[config.mk]
export PLATFORM = sky130hd
export DESIGN_NAME = uart_irq_ctrl
export DESIGN_NICKNAME = d
export VERILOG_FILES = /design/src/rtl/uart_irq_pkg.sv /design/src/rtl/uart_fcr_regs.sv /design/src/rtl/uart_irq_rank.sv /design/src/rtl/uart_iir_hold.sv /design/src/rtl/uart_irq_ctrl.sv
export SDC_FILE = /design/constraint.sdc
export NUM_CORES = 1
export LEC_CHECK = 0
export CAP_MARGIN = 10
export CORE_AREA = 4 4 42 53
export CTS_CLUSTER_DIAMETER = 40
export CTS_CLUSTER_SIZE = 12
export DETAILED_ROUTE_END_ITERATION = 12
export DIE_AREA = 0 0 46 57
export DONT_BUFFER_PORTS = 1
export PLACE_DENSITY = 0.6
export SLEW_MARGIN = 5
export SYNTH_ARGS = -nofsm -noshare
export SYNTH_HDL_FRONTEND = slang
export SYNTH_SLANG_ARGS = --single-unit
[constraint.sdc]
create_clock -name clk -period 1.4 [get_ports clk]
set_input_delay 0.28 -clock clk [delete_from_list [all_inputs] [get_ports clk]]
set_output_delay 0.28 -clock clk [all_outputs]
set_load 0.01 [all_outputs]
[src/rtl/uart_irq_pkg.sv]
package uart_irq_pkg;
  localparam logic [2:0] ID_LINE  = 3'b011;
  localparam logic [2:0] ID_RXDAT = 3'b010;
  localparam logic [2:0] ID_TOUT  = 3'b110;
  localparam logic [2:0] ID_THRE  = 3'b001;
  localparam logic [2:0] ID_MODEM = 3'b000;

  localparam logic [7:0] IIR_RESET = 8'h01;

  // trigger code to byte count
  function automatic int unsigned trig_bytes(input logic [1:0] code);
    case (code)
      2'b00:   return 1;
      2'b01:   return 4;
      2'b10:   return 8;
      default: return 14;
    endcase
  endfunction

  // assemble identification byte: mode bits, zero bits, id, active-low pending
  function automatic logic [7:0] iir_pack(input logic fen, input logic pend,
                                          input logic [2:0] id);
    return {fen, fen, 2'b00, id, ~pend};
  endfunction
endpackage

[src/rtl/uart_fcr_regs.sv]
module uart_fcr_regs (
  input  logic       clk,
  input  logic       rst_n,
  input  logic       wr,
  input  logic [7:0] wdata,
  output logic       fifo_en,
  output logic [1:0] trig_code,
  output logic       rx_flush,
  output logic       tx_flush
);
  logic unused_fcr_bits;
  assign unused_fcr_bits = ^wdata[5:3];

  always_ff @(posedge clk or negedge rst_n) begin
    if (!rst_n) begin
      fifo_en   <= 1'b0;
      trig_code <= 2'b00;
      rx_flush  <= 1'b0;
      tx_flush  <= 1'b0;
    end else begin
      rx_flush <= wr & wdata[1];
      tx_flush <= wr & wdata[2];
      if (wr) begin
        fifo_en   <= wdata[0];
        trig_code <= wdata[7:6];
      end
    end
  end
endmodule

[src/rtl/uart_irq_rank.sv]
module uart_irq_rank
  import uart_irq_pkg::*;
(
  input  logic       fifo_en,
  input  logic       s_line,
  input  logic       s_rxdat,
  input  logic       s_tout,
  input  logic       s_thre,
  input  logic       s_modem,
  output logic       pend,
  output logic [2:0] id
);
  logic tout_eff;
  assign tout_eff = s_tout & fifo_en;

  always_comb begin
    pend = 1'b1;
    id   = ID_MODEM;
    if (s_line)        id = ID_LINE;
    else if (s_rxdat)  id = ID_RXDAT;
    else if (tout_eff) id = ID_TOUT;
    else if (s_thre)   id = ID_THRE;
    else if (s_modem)  id = ID_MODEM;
    else               pend = 1'b0;
  end
endmodule

[src/rtl/uart_iir_hold.sv]
module uart_iir_hold
  import uart_irq_pkg::*;
(
  input  logic       clk,
  input  logic       rst_n,
  input  logic       rd,
  input  logic [7:0] live,
  output logic [7:0] held
);
  always_ff @(posedge clk or negedge rst_n) begin
    if (!rst_n)   held <= IIR_RESET;
    else if (!rd) held <= live;
  end
endmodule

[src/rtl/uart_irq_ctrl.sv]
module uart_irq_ctrl
  import uart_irq_pkg::*;
#(
  parameter int CNT_W = 5
) (
  input  logic             clk,
  input  logic             rst_n,
  input  logic             fcr_wr,
  input  logic [7:0]       fcr_wdata,
  input  logic             iir_rd,
  input  logic             src_line,
  input  logic             src_thre,
  input  logic             src_modem,
  input  logic             src_tout,
  input  logic [CNT_W-1:0] rx_count,
  output logic [7:0]       iir_data,
  output logic             irq,
  output logic             rx_flush,
  output logic             tx_flush,
  output logic             fifo_en,
  output logic [CNT_W-1:0] rx_trig_bytes
);
  logic [1:0] trig_code;
  logic       rx_ready;
  logic       rank_pend;
  logic [2:0] rank_id;
  logic [7:0] live_iir;

  uart_fcr_regs u_fcr (
    .clk(clk), .rst_n(rst_n), .wr(fcr_wr), .wdata(fcr_wdata),
    .fifo_en(fifo_en), .trig_code(trig_code),
    .rx_flush(rx_flush), .tx_flush(tx_flush)
  );

  assign rx_trig_bytes = CNT_W'(trig_bytes(trig_code));
  assign rx_ready = fifo_en ? (32'(rx_count) >= trig_bytes(trig_code))
                            : (rx_count != '0);

  uart_irq_rank u_rank (
    .fifo_en(fifo_en), .s_line(src_line), .s_rxdat(rx_ready),
    .s_tout(src_tout), .s_thre(src_thre), .s_modem(src_modem),
    .pend(rank_pend), .id(rank_id)
  );

  assign live_iir = iir_pack(fifo_en, rank_pend, rank_id);
  assign irq      = rank_pend;

  uart_iir_hold u_hold (
    .clk(clk), .rst_n(rst_n), .rd(iir_rd), .live(live_iir), .held(iir_data)
  );
endmodule

* Yosys cells after proc, flatten, opt, wreduce, memory -nomap -nowiden
Cells that the tools add are included.
** Operators by class
- Equality and inequality tests :: 2
- Bitwise logic cells :: 4
- Multiplexer cells :: 11
- $lt $le $gt $ge :: 1
- Reductions and logical operators :: 2
** Operators by type and width (count)
- 5-bit by 32-bit greater-or-equal comparator with 1-bit output :: 1
- 4-bit case mux with 3 select lines :: 1
- 3-bit two-way mux :: 3
- 1-bit two-way mux :: 7
- 5-bit nonzero test :: 1
- 1-bit bitwise AND :: 3
- 2-bit by 1-bit equality test with 1-bit output (second input constant) :: 1
- 2-bit equality test (second input constant) :: 1
- 2-bit logical NOT :: 1
- 1-bit inverter :: 1
** Word-level totals
- Word-level logic and storage cells :: 25
- Bits in registers :: 10
- Input bits :: 21
- Output and inout bits :: 17

* Longest topological paths before layout
Gate-level depths: netlist (run 1).
- Word-level depth :: 7
- Mapped depth :: 6
- Depth with buffers taken out :: 6

* By module
From an unflattened synthesis (run 1), not the netlist that was laid out.
** Second synthesis, totals
- Cells, all modules :: 59
- Area total of the unflattened synthesis :: 709.4 µm²
** By module, submodules not included
- uart_iir_hold :: cells an instance 17, times used 1, area an instance 332.8 µm², sequential area each 201.4 µm²
- uart_fcr_regs :: cells an instance 10, times used 1, area an instance 173.9 µm², sequential area each 125.1 µm²
- uart_irq_ctrl :: cells an instance 26, times used 1, area an instance 166.4 µm², sequential area each 0.0 µm²
- uart_irq_rank :: cells an instance 6, times used 1, area an instance 36.3 µm², sequential area each 0.0 µm²

* Worst setup path before layout (run 1)
Ideal clock, no wire load.
- Kind :: reg-to-output
- Start point :: reg u_fcr.trig_code[1]
- End point :: out irq
- Path buffers :: 0
- Arrival :: 1353 ps
- Path slack :: -233 ps
- Data required time :: 1120 ps
- Stages on the path, launching flop included :: 7
- Path through :: dfrtp_1 -> nor2_1 -> ha_1 -> nor2_1 -> a21oi_2 -> o21ai_2 -> nand2_1
** On the way
- Longest elaborated chain between the ends :: 6
- Elaborated cells between the ends (all ways) :: 8
- Classes of those cells :: 1 x order compare; 2 x eq/ne; 4 x mux; 1 x reduce/logical
** RTL lines
- start: declaration :: RTL line uart_fcr_regs.sv:7 : output logic [1:0] trig_code,
- start signal: assignment :: RTL line uart_fcr_regs.sv:25 : trig_code <= wdata[7:6];
- 2-bit equality test, or another cell as far along
- 4-bit case mux with 3 select lines *
- via rx_trig_bytes[0] :: RTL line uart_irq_ctrl.sv:21 : output logic [CNT_W-1:0] rx_trig_bytes
- 5-bit by 32-bit greater-or-equal comparator with 1-bit output * :: RTL line uart_irq_ctrl.sv:36 : assign rx_ready = fifo_en ? (32'(rx_count) >= trig_bytes(trig_code))
- 1-bit two-way mux * :: RTL line uart_irq_ctrl.sv:36
- 1-bit two-way mux * :: RTL line uart_irq_rank.sv:20 : else if (s_rxdat) id = ID_RXDAT;
- 1-bit two-way mux * :: RTL line uart_irq_rank.sv:19 : if (s_line) id = ID_LINE;
- end: declaration :: RTL line uart_irq_ctrl.sv:17 : output logic irq,
The timed path passes the listed nets; every way through them passes the cells marked *.

* Worst setup path after layout (run 1)
- Start point :: reg u_fcr.trig_code[0]
- End point :: out irq
** On the way
- Longest elaborated chain between the ends :: 6
- Elaborated cells between the ends (all ways) :: 8
- Classes of those cells :: 1 x order compare; 2 x eq/ne; 4 x mux; 1 x reduce/logical
** RTL lines
- 2-bit equality test, or another cell as far along :: RTL line uart_irq_pkg.sv:12 : case (code)
- 4-bit case mux with 3 select lines * :: RTL line uart_irq_pkg.sv:12
- 5-bit by 32-bit greater-or-equal comparator with 1-bit output * :: RTL line uart_irq_ctrl.sv:36
- 1-bit two-way mux * :: RTL line uart_irq_ctrl.sv:36
- 1-bit two-way mux * :: RTL line uart_irq_rank.sv:20
- 1-bit two-way mux * :: RTL line uart_irq_rank.sv:19
Mark *: on every way between the ends. The rest lies on a longest branch, timed or not.

==> run summary, run 1 <==
=================================================================================
Critical path arrival                                                     1540 ps
TNS Setup                                                                -1330 ps
Wire length of the first global-routing pass                              2210 um
Iteration count of the initial detailed-routing pass                            4
Endpoint kind of the worst setup timing path                          output port
Die Y-Extent                                                                57 um
Leak Pwr                                                                 0.349 nW
Combined global-route utilization of all metal layers                       0.119
Most common flop cell mapped by yosys                                sky130_fd_sc_hd__dfrtp_1
WL final                                                                  1430 um
Final worst setup slack                                                   -421 ps
Max Root-Sink Buffers                                                           2
R2r startpoint                                                       u_fcr.trig_code[1]$_DFFE_PN0P_
Largest net degree at the start of global routing                              11
Highest clock frequency the design can meet                               549 MHz
Via Count                                                                     467
Worst hold path type                                                 input port to register
Kind of start point of the critical path                                 register
Final weighted congestion in routability-driven placement                   0.668
HPWL after DPL                                                            1030 um
Count of endpoints failing hold in the final timing report                      0
CTS tree                                                                     done
Clock tree root driver cell                                          sky130_fd_sc_hd__clkbuf_4
Via density per instance                                                     5.08
Count of maximum capacitance violations                                         0
Number of cells on the worst hold path                                          1
Io pins                                                                        38
Unrepaired setup endpoints after global routing                              true
Outcome                                                              complete, but fails checks
Number of storage elements in the synthesis netlist                            10
Critical path launch point                                           u_fcr.trig_code[0]$_DFFE_PN0P_
Worst-case setup slack after placement                                    -211 ps
Worst path most repeated cell                                        sky130_fd_sc_hd__nor2_2
Clock slew seen by the registers of the worst setup and hold paths          70 ps
Number of clock sinks                                                          10
Pwr dens                                                               926 nW/um2
Quantity of I/O buffers inserted on ports                                       0
Post-route cell area                                                      790 um2
Post-detailed-placement cell area                                         654 um2
Leading post-synthesis cells by cell area                            sky130_fd_sc_hd__dfrtp_1 39%, sky130_fd_sc_hd__ha_1 8.6%, sky130_fd_sc_hd__buf_4 5.1%, sky130_fd_sc_hd__dfstp_2 4.5%, sky130_fd_sc_hd__nand2_1 4.5%
Total grt overflow                                                              0
Yosys top cell by area                                               sky130_fd_sc_hd__dfrtp_1
Critical path's largest stage delay                                        430 ps
Number of H-tree levels                                                         1
Netlist cell types                                                             26
Share of synthesized area occupied by flip-flops and latches                0.430
Number of global-route vias before repair                                     519
HP Start                                                                   fcr_wr
Synthesized cell area                                                     584 um2
Number of buffers added by the clock tree synthesis step                        3
Latest clock arrival within the worst-skew pair                            260 ps
Required time of the critical path                                        1120 ps
Fin nets                                                                       99
YS warnings                                                                     0
Width of the die                                                            46 um
Final Hold Slack                                                           104 ps
Final core occ                                                              0.453
Maximum vdd ir drop                                                        549 uV
Core Box Area                                                            1740 um2
Final setup skew                                                          10.4 ps
Final-report max-slew violation count                                           0
Share of post-route cells with drive strength above 1                       0.479
# diodes                                                                        0
Routed wire per std cell                                                  15.6 um
Number of failing setup endpoints in the final timing report                    5
Area growth from synthesis to layout                                        35.1%
Synthesized area divided by synthesized cell count                       9.90 um2
Number of enable flip-flop cells after synthesis                                0
Number of placed instances with taps included                                  84
Share of synthesized registers carrying an async set or reset                1.00
Top cell type's share of synthesized area                                   0.385
Fillers                                                                       163
Initial antenna violation count                                                 0
Highest fanout seen on the critical path                                        4
Cells along the critical path                                        nor2_2 -> ha_1 -> nor2_2 -> a21oi_2 -> o21ai_2 -> nand2_2
Count of standard-cell rows                                                    17
Die Outline Area                                                         2620 um2
Path type of the worst setup path                                    register to output port
Synth Instances                                                                59
Overall power after layout                                               0.731 mW
Worst Reg2Reg Path Length in Cells                                              9
Final period demand of the worst path                                     1820 ps
Drt first-iter violations                                                       4
CP max-delay cell                                                    sky130_fd_sc_hd__dfrtp_1
Non-filler cells in the finished layout                                        92
Initial cell density of the core                                            0.335
Fin crit share                                                               1.30
Number of nets still failing antenna checks after routing                       0
DRC violations left                                                             0
Violated checks                                                      setup timing
=================================================================================
==> flip-flops by register name, summed over array words and instances (netlist names) <==
register / count
u_fcr.fifo_en: 1
u_fcr.rx_flush: 1
u_hold.held: 5
u_fcr.tx_flush: 1
u_fcr.trig_code: 2
==> placed cells by master, fill, tap and decap left out, drive strengths merged <==
master and count:
a2bb2oi 1, and2 2, nand3 2, a21oi 1, a22o 1, conb 3
nor3 1, nand2 7, mux2 3, inv 5, dlygate4sd3 1, ha 4
a31o 1, clkbuf 4, nand4b 1, o31ai 1, dfrtp 9, o21ai 3
nor4 2, nor2 5, buf 14, dfstp 1, o211ai 1
==> worst max-delay path: cells and delay by family (launching register included) <==
family                   cells  cell delay (ps)
AO/OA/AOI/OAI                2              250
adder cells (fa/ha/maj)      1              250
flip-flops                   1              430
AND/OR/NAND/NOR              3              350
==> routing by layer <==
layer	up-vias	track usage	wire length, um
li1	219	-	-
met1	221	0.117	468
met2	23	0.213	804
met3	4	0.0410	134
met4	0	0.0488	23
met5	-	0	0
==> synth_stat cells, drive strengths merged (2+ instances only) <==
cell type  n
mux2       3
clkbuf     2
ha         4
o21ai      3
nor4       2
nand2      7
nand3      2
buf        5
dfrtp      9
and2       2
nor2       5
inv        5
==> cell type report <==
type | count | area [um2] | area share
timing repair buffer | 15 | 126 | 0.160
clock buffer | 4 | 26.3 | 0.0333
inverter | 5 | 21.3 | 0.0269
sequential | 10 | 251 | 0.319
tap | 19 | 23.8 | 0.0301
multi-input combinational | 39 | 340 | 0.431
==> logic make-up after synthesis <==
kind of cell / after synthesis / share of synthesized area
muxes: 3 / 0.0642
AOI/OAI and AO/OA: 9 / 0.126
buffers and inverters: 12 / 0.116
adders and majority gates: 4 / 0.0857
and+or+nand+nor: 20 / 0.171
other: 1 / 0.00642
DFF: 10 / 0.430
==> path summary, 6_finish.rpt <==
kind	end	slack [ps]
min	u_fcr.trig_code[0]$_DFFE_PN0P_	100
max reg2reg	u_hold.held[0]$_DFFE_PN1N_	-370
min reg2reg	u_hold.held[3]$_DFFE_PN0N_	600
max	irq	-420
min in group asynchronous	u_hold.held[3]$_DFFE_PN0N_	390
max in group asynchronous	u_hold.held[0]$_DFFE_PN1N_	660
==> repair_timing <==
item	4_1_cts	5_1_grt
buffers inserted	7	1
resized for setup	10	6
endpoints found under the setup margin	5	7
pin swaps	9	7
endpoints found under the hold margin	10	0
hold buffers	1	0
==> power by group <==
part | switching, mW | internal [mW]
clock | 0.0979 | 0.110
sequential | 0.0275 | 0.310
combinational | 0.0836 | 0.103
No activity file was read; power rests on OpenSTA's default activity.
==> run 2: changes to the inputs <==
- CORE_AREA: 4 4 42 53 -> 4 4 41 43
- DIE_AREA: 0 0 46 57 -> 0 0 45 47
- GPL_TIMING_DRIVEN: not set -> 0
- PLACE_DENSITY: 0.6 -> 0.72
==> run summary, run 2 (synthesis gave the netlist of run 1 again) <==
=================================================================================
Outcome                                                              complete, but fails checks   unchanged
Violated checks                                                      setup timing   unchanged
Post-detailed-placement cell area                                         616 um2   was 654 um2
Required time of the critical path                                        1120 ps   about the same
Fin crit share                                                               1.31   was 1.30
Area growth from synthesis to layout                                        34.0%   was 35.1%
Power share of the combinational group                                      0.225   was 0.255
Worst Reg2Reg Path Length in Cells                                              8   was 9
Highest clock frequency the design can meet                               544 MHz   was 549 MHz
Internal power contribution                                              0.561 mW   was 0.522 mW
Max Root-Sink Buffers                                                           2   unchanged
Register ranked first by flip-flop count                              u_hold.held   unchanged
Number of nets still failing antenna checks after routing                       0   unchanged
Leak Pwr                                                                 0.334 nW   was 0.349 nW
Endpoint kind of the worst setup timing path                          output port   unchanged
Initial cell density of the core                                            0.449   was 0.335
Maximum vdd ir drop                                                        759 uV   was 549 uV
# diodes                                                                        0   unchanged
Unrepaired setup endpoints after global routing                              true   unchanged
HP Start                                                                   fcr_wr   unchanged
Number of buffers added by the clock tree synthesis step                        3   unchanged
Worst hold path type                                                 input port to register   unchanged
Seq pwr share                                                               0.437   was 0.461
Wire length of the first global-routing pass                              1960 um   was 2210 um
Switching share of power                                                    0.285   was 0.286
Number of clock sinks                                                          10   unchanged
HPWL after DPL                                                             949 um   was 1030 um
Final core occ                                                              0.602   was 0.453
Via density per instance                                                     5.29   was 5.08
Total grt overflow                                                              0   unchanged
Highest fanout seen on the critical path                                        4   unchanged
Via Count                                                                     450   was 467
Kind of start point of the critical path                                 register   unchanged
Count of maximum capacitance violations                                         0   unchanged
Final-report max-slew violation count                                           0   unchanged
Endpoint with the worst hold slack                                   u_fcr.trig_code[0]$_DFFE_PN0P_   unchanged
CTS tree                                                                     done   unchanged
Number of global-route vias before repair                                     467   was 519
R2r startpoint                                                       u_fcr.trig_code[1]$_DFFE_PN0P_   unchanged
Routed wire per std cell                                                  16.6 um   was 15.6 um
Storage element area                                                      254 um2   was 251 um2
Width of the die                                                            45 um   was 46 um
Proportion of power drawn by the clock network                              0.338   was 0.284
Worst reg2reg endpoint                                               u_hold.held[1]$_DFFE_PN0N_   was u_hold.held[0]$_DFFE_PN1N_
Die Outline Area                                                         2120 um2   was 2620 um2
Iteration count of the initial detailed-routing pass                            4   unchanged
Initial antenna violation count                                                 0   unchanged
Final period demand of the worst path                                     1840 ps   was 1820 ps
Switching power                                                          0.224 mW   was 0.209 mW
Post-route cell area                                                      783 um2   was 790 um2
Core Box Area                                                            1300 um2   was 1740 um2
Share of post-route cells with drive strength above 1                       0.486   was 0.479
Clock tree root driver cell                                          sky130_fd_sc_hd__clkbuf_4   unchanged
Non-filler cells in the finished layout                                        85   was 92
R2R Setup Slk                                                             -250 ps   was -370 ps
Fin nets                                                                       96   was 99
Latest clock arrival within the worst-skew pair                            260 ps   about the same
Commonest cells after routing, fill and taps aside                   7 x sky130_fd_sc_hd__buf_4, 7 x sky130_fd_sc_hd__dfrtp_1, 5 x sky130_fd_sc_hd__nand2_1, 4 x sky130_fd_sc_hd__inv_1, 4 x sky130_fd_sc_hd__ha_4   was 11 x sky130_fd_sc_hd__buf_4, 9 x sky130_fd_sc_hd__dfrtp_1, 5 x sky130_fd_sc_hd__nand2_1, 4 x sky130_fd_sc_hd__inv_1
Critical path arrival                                                     1560 ps   was 1540 ps
Count of endpoints failing hold in the final timing report                      0   unchanged
Die Y-Extent                                                                47 um   was 57 um
Number of cells on the worst hold path                                          1   unchanged
Fillers                                                                       118   was 163
Io pins                                                                        38   unchanged
Max reg flops                                                                   5   unchanged
Clock slew seen by the registers of the worst setup and hold paths          70 ps   about the same
Final Hold Slack                                                           100 ps   was 104 ps
Final weighted congestion in routability-driven placement                   0.778   was 0.668
Number of placed instances with taps included                                  76   was 84
Number of H-tree levels                                                         1   unchanged
Pwr dens                                                              1000 nW/um2   was 926 nW/um2
Path type of the worst setup path                                    register to output port   unchanged
Largest registers                                                    u_hold.held x5, u_fcr.trig_code x2   unchanged
Quantity of I/O buffers inserted on ports                                       0   unchanged
Drt first-iter violations                                                       1   was 4
DRC violations left                                                             0   unchanged
Multi-input combinational cell area                                       363 um2   was 340 um2
Final worst setup slack                                                   -437 ps   was -421 ps
Count of standard-cell rows                                                    13   was 17
Largest net degree at the start of global routing                              11   unchanged
WL final                                                                  1410 um   was 1430 um
Combined global-route utilization of all metal layers                       0.134   was 0.119
Number of failing setup endpoints in the final timing report                    5   unchanged
Final setup skew                                                          2.66 ps   was 10.4 ps
=================================================================================
-- run 2: layout make-up --
type                       instances  share of cell area
tap                               15              0.0240
timing repair buffer               5              0.0559
buffer                             7              0.0623
multi-input combinational         39               0.463
clock buffer                       4              0.0463
sequential                        10               0.324
inverter                           5              0.0240
-- run 2: worst max path at each step --
stage | start | to | slack [ps] | cells after the start
4_1_cts | u_fcr.trig_code[0]$_DFFE_PN0P_ | irq | -490 | 6
3_3_place_gp | u_fcr.trig_code[0]$_DFFE_PN0P_ | irq | -240 | 6
3_5_place_dp | u_fcr.trig_code[0]$_DFFE_PN0P_ | irq | -260 | 6
5_1_grt | u_fcr.trig_code[1]$_DFFE_PN0P_ | irq | -520 | 6
6_report | u_fcr.trig_code[1]$_DFFE_PN0P_ | irq | -440 | 6
2_1_floorplan | u_fcr.trig_code[0]$_DFFE_PN0P_ | irq | -140 | 6
-- run 2: power groups by stage --
stage / logic [mW] / registers (mW) / clock network (mW)
after floorplan: 0.103 / 0.339 / 0
after detailed placement: 0.117 / 0.344 / 0
after global placement: 0.113 / 0.344 / 0
after CTS: 0.155 / 0.341 / 0.275
final: 0.176 / 0.343 / 0.265
after global routing: 0.195 / 0.347 / 0.293
-- run 2: repair_timing --
action / 4_1_cts / 5_1_grt
endpoints found under the setup margin: 5 / 5
hold buffers: 1 / 0
buffers inserted: 6 / 1
resized for setup: 5 / 12
hold endpoints to repair: 10 / 0
pin swaps: 4 / 8
-- run 2: metrics by stage --
stage,worst slack [ps],power [mW],TNS [ps]
floorplan,-136,0.441,-136
CTS,-488,0.771,-1220
global placement,-235,0.456,-471
detailed placement,-264,0.461,-633
global route,-522,0.834,-1530
finish,-437,0.785,-1150
-- run 2: critical path: stages, from the launching register on --
cell	delay [ps]
sky130_fd_sc_hd__dfrtp_2	450
sky130_fd_sc_hd__nor2_4	190
sky130_fd_sc_hd__ha_4	230
sky130_fd_sc_hd__nor2_4	90
sky130_fd_sc_hd__a21oi_2	60
sky130_fd_sc_hd__o21ai_2	170
sky130_fd_sc_hd__nand2_2	90
-- run 2: per-layer routing --
| metal | part of all wire | up-vias | GRT usage |
|---|---|---|---|
| met2 | 0.55 | 23 | 0.237 |
| met5 | 0 | - | 0 |
| met3 | 0.11 | 2 | 0.0613 |
| met4 | 0.0085 | 0 | 0.0702 |
| li1 | - | 213 | - |
| met1 | 0.34 | 212 | 0.132 |
==> run 3: changes to the inputs <==
- PLACE_DENSITY: 0.72 -> not set
- SKIP_LAST_GASP: not set -> 1
==> run summary, run 3 (synthesis gave the netlist of run 1 again) <==
=================================================================================
Outcome                                                              complete, but fails checks   unchanged
Violated checks                                                      setup timing   unchanged
Switching share of power                                                    0.274   was 0.285
Fin nets                                                                       95   was 96
Via density per instance                                                     5.17   was 5.29
Share of post-route cells with drive strength above 1                       0.464   was 0.486
Number of global-route vias before repair                                     415   was 467
DRC violations left                                                             0   unchanged
Number of buffers added by the clock tree synthesis step                        3   unchanged
Initial cell density of the core                                            0.449   unchanged
Clock tree root driver cell                                          sky130_fd_sc_hd__clkbuf_4   unchanged
Area growth from synthesis to layout                                        28.3%   was 34.0%
Number of failing setup endpoints in the final timing report                    4   was 5
Final period demand of the worst path                                     1800 ps   was 1840 ps
Final Hold Slack                                                           102 ps   was 100 ps
Seq pwr share                                                               0.449   was 0.437
Number of H-tree levels                                                         1   unchanged
Kind of start point of the critical path                                 register   unchanged
Leak Pwr                                                                 0.325 nW   was 0.334 nW
# diodes                                                                        0   unchanged
Worst-case setup slack after placement                                    -263 ps   was -264 ps
Required time of the critical path                                        1120 ps   about the same
Die Outline Area                                                         2120 um2   unchanged
Die Y-Extent                                                                47 um   unchanged
Count of maximum capacitance violations                                         0   unchanged
Latest clock arrival within the worst-skew pair                            270 ps   was 260 ps
Worst hold path type                                                 input port to register   unchanged
Clock slew seen by the registers of the worst setup and hold paths          60 ps   was 70 ps
Power share of the combinational group                                      0.210   was 0.225
Largest registers                                                    u_hold.held x5, u_fcr.trig_code x2   unchanged
Number of nets still failing antenna checks after routing                       0   unchanged
Final weighted congestion in routability-driven placement                   0.803   was 0.778
Drt first-iter violations                                                       4   was 1
Highest clock frequency the design can meet                               555 MHz   was 544 MHz
Count of endpoints failing hold in the final timing report                      0   unchanged
Via Count                                                                     434   was 450
Routed wire per std cell                                                  13.9 um   was 16.6 um
Width of the die                                                            45 um   unchanged
Endpoint kind of the worst setup timing path                          output port   unchanged
HPWL after DPL                                                             903 um   was 949 um
Max Root-Sink Buffers                                                           2   unchanged
Proportion of power drawn by the clock network                              0.341   was 0.338
Iteration count of the initial detailed-routing pass                            2   was 4
Switching power                                                          0.209 mW   was 0.224 mW
Non-filler cells in the finished layout                                        84   was 85
Quantity of I/O buffers inserted on ports                                       0   unchanged
CTS tree                                                                     done   unchanged
Commonest cells after routing, fill and taps aside                   7 x sky130_fd_sc_hd__dfrtp_1, 6 x sky130_fd_sc_hd__buf_4, 5 x sky130_fd_sc_hd__nand2_1   was 7 x sky130_fd_sc_hd__buf_4, 7 x sky130_fd_sc_hd__dfrtp_1, 5 x sky130_fd_sc_hd__nand2_1, 4 x sky130_fd_sc_hd__inv_1, 4 x sky130_fd_sc_hd__ha_4
Highest fanout seen on the critical path                                        4   unchanged
Final setup skew                                                          5.39 ps   was 2.66 ps
Post-detailed-placement cell area                                         616 um2   unchanged
Initial antenna violation count                                                 0   unchanged
Path type of the worst setup path                                    register to output port   unchanged
Final-report max-slew violation count                                           0   unchanged
Io pins                                                                        38   unchanged
Fin crit share                                                               1.29   was 1.31
Final worst setup slack                                                   -402 ps   was -437 ps
Maximum vdd ir drop                                                        549 uV   was 759 uV
Largest net degree at the start of global routing                              11   unchanged
Total grt overflow                                                              0   unchanged
Max reg flops                                                                   5   unchanged
Post-route cell area                                                      749 um2   was 783 um2
Combined global-route utilization of all metal layers                       0.121   was 0.134
Core Box Area                                                            1300 um2   unchanged
Register ranked first by flip-flop count                              u_hold.held   unchanged
Internal power contribution                                              0.554 mW   was 0.561 mW
Count of standard-cell rows                                                    13   unchanged
Critical path arrival                                                     1520 ps   was 1560 ps
Pwr dens                                                              1020 nW/um2   was 1000 nW/um2
Number of clock sinks                                                          10   unchanged
Leading cell type in the layout, fill and taps excluded              sky130_fd_sc_hd__dfrtp_1
Unrepaired setup endpoints after global routing                              true   unchanged
Wire length of the first global-routing pass                              1760 um   was 1960 um
Overall power after layout                                               0.763 mW   was 0.785 mW
WL final                                                                  1170 um   was 1410 um
Number of placed instances with taps included                                  76   unchanged
=================================================================================
-- run 3: changes by cell type in the layout (fill, tap and decap cells not counted), sizes merged --
cell	delta
buf	-1
-- run 3: area by class of cell --
type | instances | area [um2]
multi-input cells | 39 | 337
plain buffers | 7 | 48.8
inverters | 5 | 18.8
repair buffers | 4 | 36.3
clock buffers | 4 | 36.3
well taps | 15 | 18.8
flip-flops and latches | 10 | 254
fillers | 120 | 552
-- run 3: path summary, 6_finish.rpt --
kind / slack [ps] / to / start / cells after the start
max in group asynchronous: 680 / u_fcr.trig_code[1]$_DFFE_PN0P_ / rst_n / 1
worst min-delay path: 100 / u_fcr.trig_code[1]$_DFFE_PN0P_ / fcr_wr / 1
worst max register to register: -200 / u_hold.held[1]$_DFFE_PN0N_ / u_fcr.trig_code[0]$_DFFE_PN0P_ / 8
worst max-delay path: -400 / irq / u_fcr.trig_code[1]$_DFFE_PN0P_ / 6
worst min register to register: 570 / u_hold.held[3]$_DFFE_PN0N_ / u_hold.held[3]$_DFFE_PN0N_ / 2
min in group asynchronous: 380 / u_hold.held[1]$_DFFE_PN0N_ / rst_n / 1
-- run 3: critical path: stages, from the launching register on --
cell and delay, ps:
sky130_fd_sc_hd__dfrtp_2 440, sky130_fd_sc_hd__nor2_4 190, sky130_fd_sc_hd__ha_4 230, sky130_fd_sc_hd__nor2_4 80, sky130_fd_sc_hd__a21oi_2 60, sky130_fd_sc_hd__o21ai_2 160
sky130_fd_sc_hd__nand2_2 90
-- run 3: per-layer routing --
layer	wire, um	track usage	part of all wire	vias up
li1	-	-	-	213
met5	0	0	0	-
met1	463	0.133	0.40	198
met3	124	0.0728	0.11	2
met2	572	0.189	0.49	21
met4	5	0.0526	0.0043	0
-- run 3: per-stage QoR --
step	TNS (ps)	utilization
final	-924	0.576
after global routing	-1360	0.576
after global placement	-497	0.473
after floorplan	-136	-
after detailed placement	-614	0.473
after CTS	-963	0.540
-- run 3: timing repair --
action,in CTS,in global routing
hold buffers,1,0
setup buffers,2,1
pin swaps,5,8
endpoints found under the hold margin,10,0
gates resized for setup,4,9
cloned,0,0
endpoints found under the setup margin,5,5
-- run 3: power groups by stage --
stage	Sequential, mW	Clock [mW]	Combinational (mW)
floorplan	0.339	0	0.103
global placement	0.344	0	0.113
detailed placement	0.345	0	0.116
CTS	0.341	0.268	0.140
global route	0.347	0.286	0.180
finish	0.343	0.260	0.161
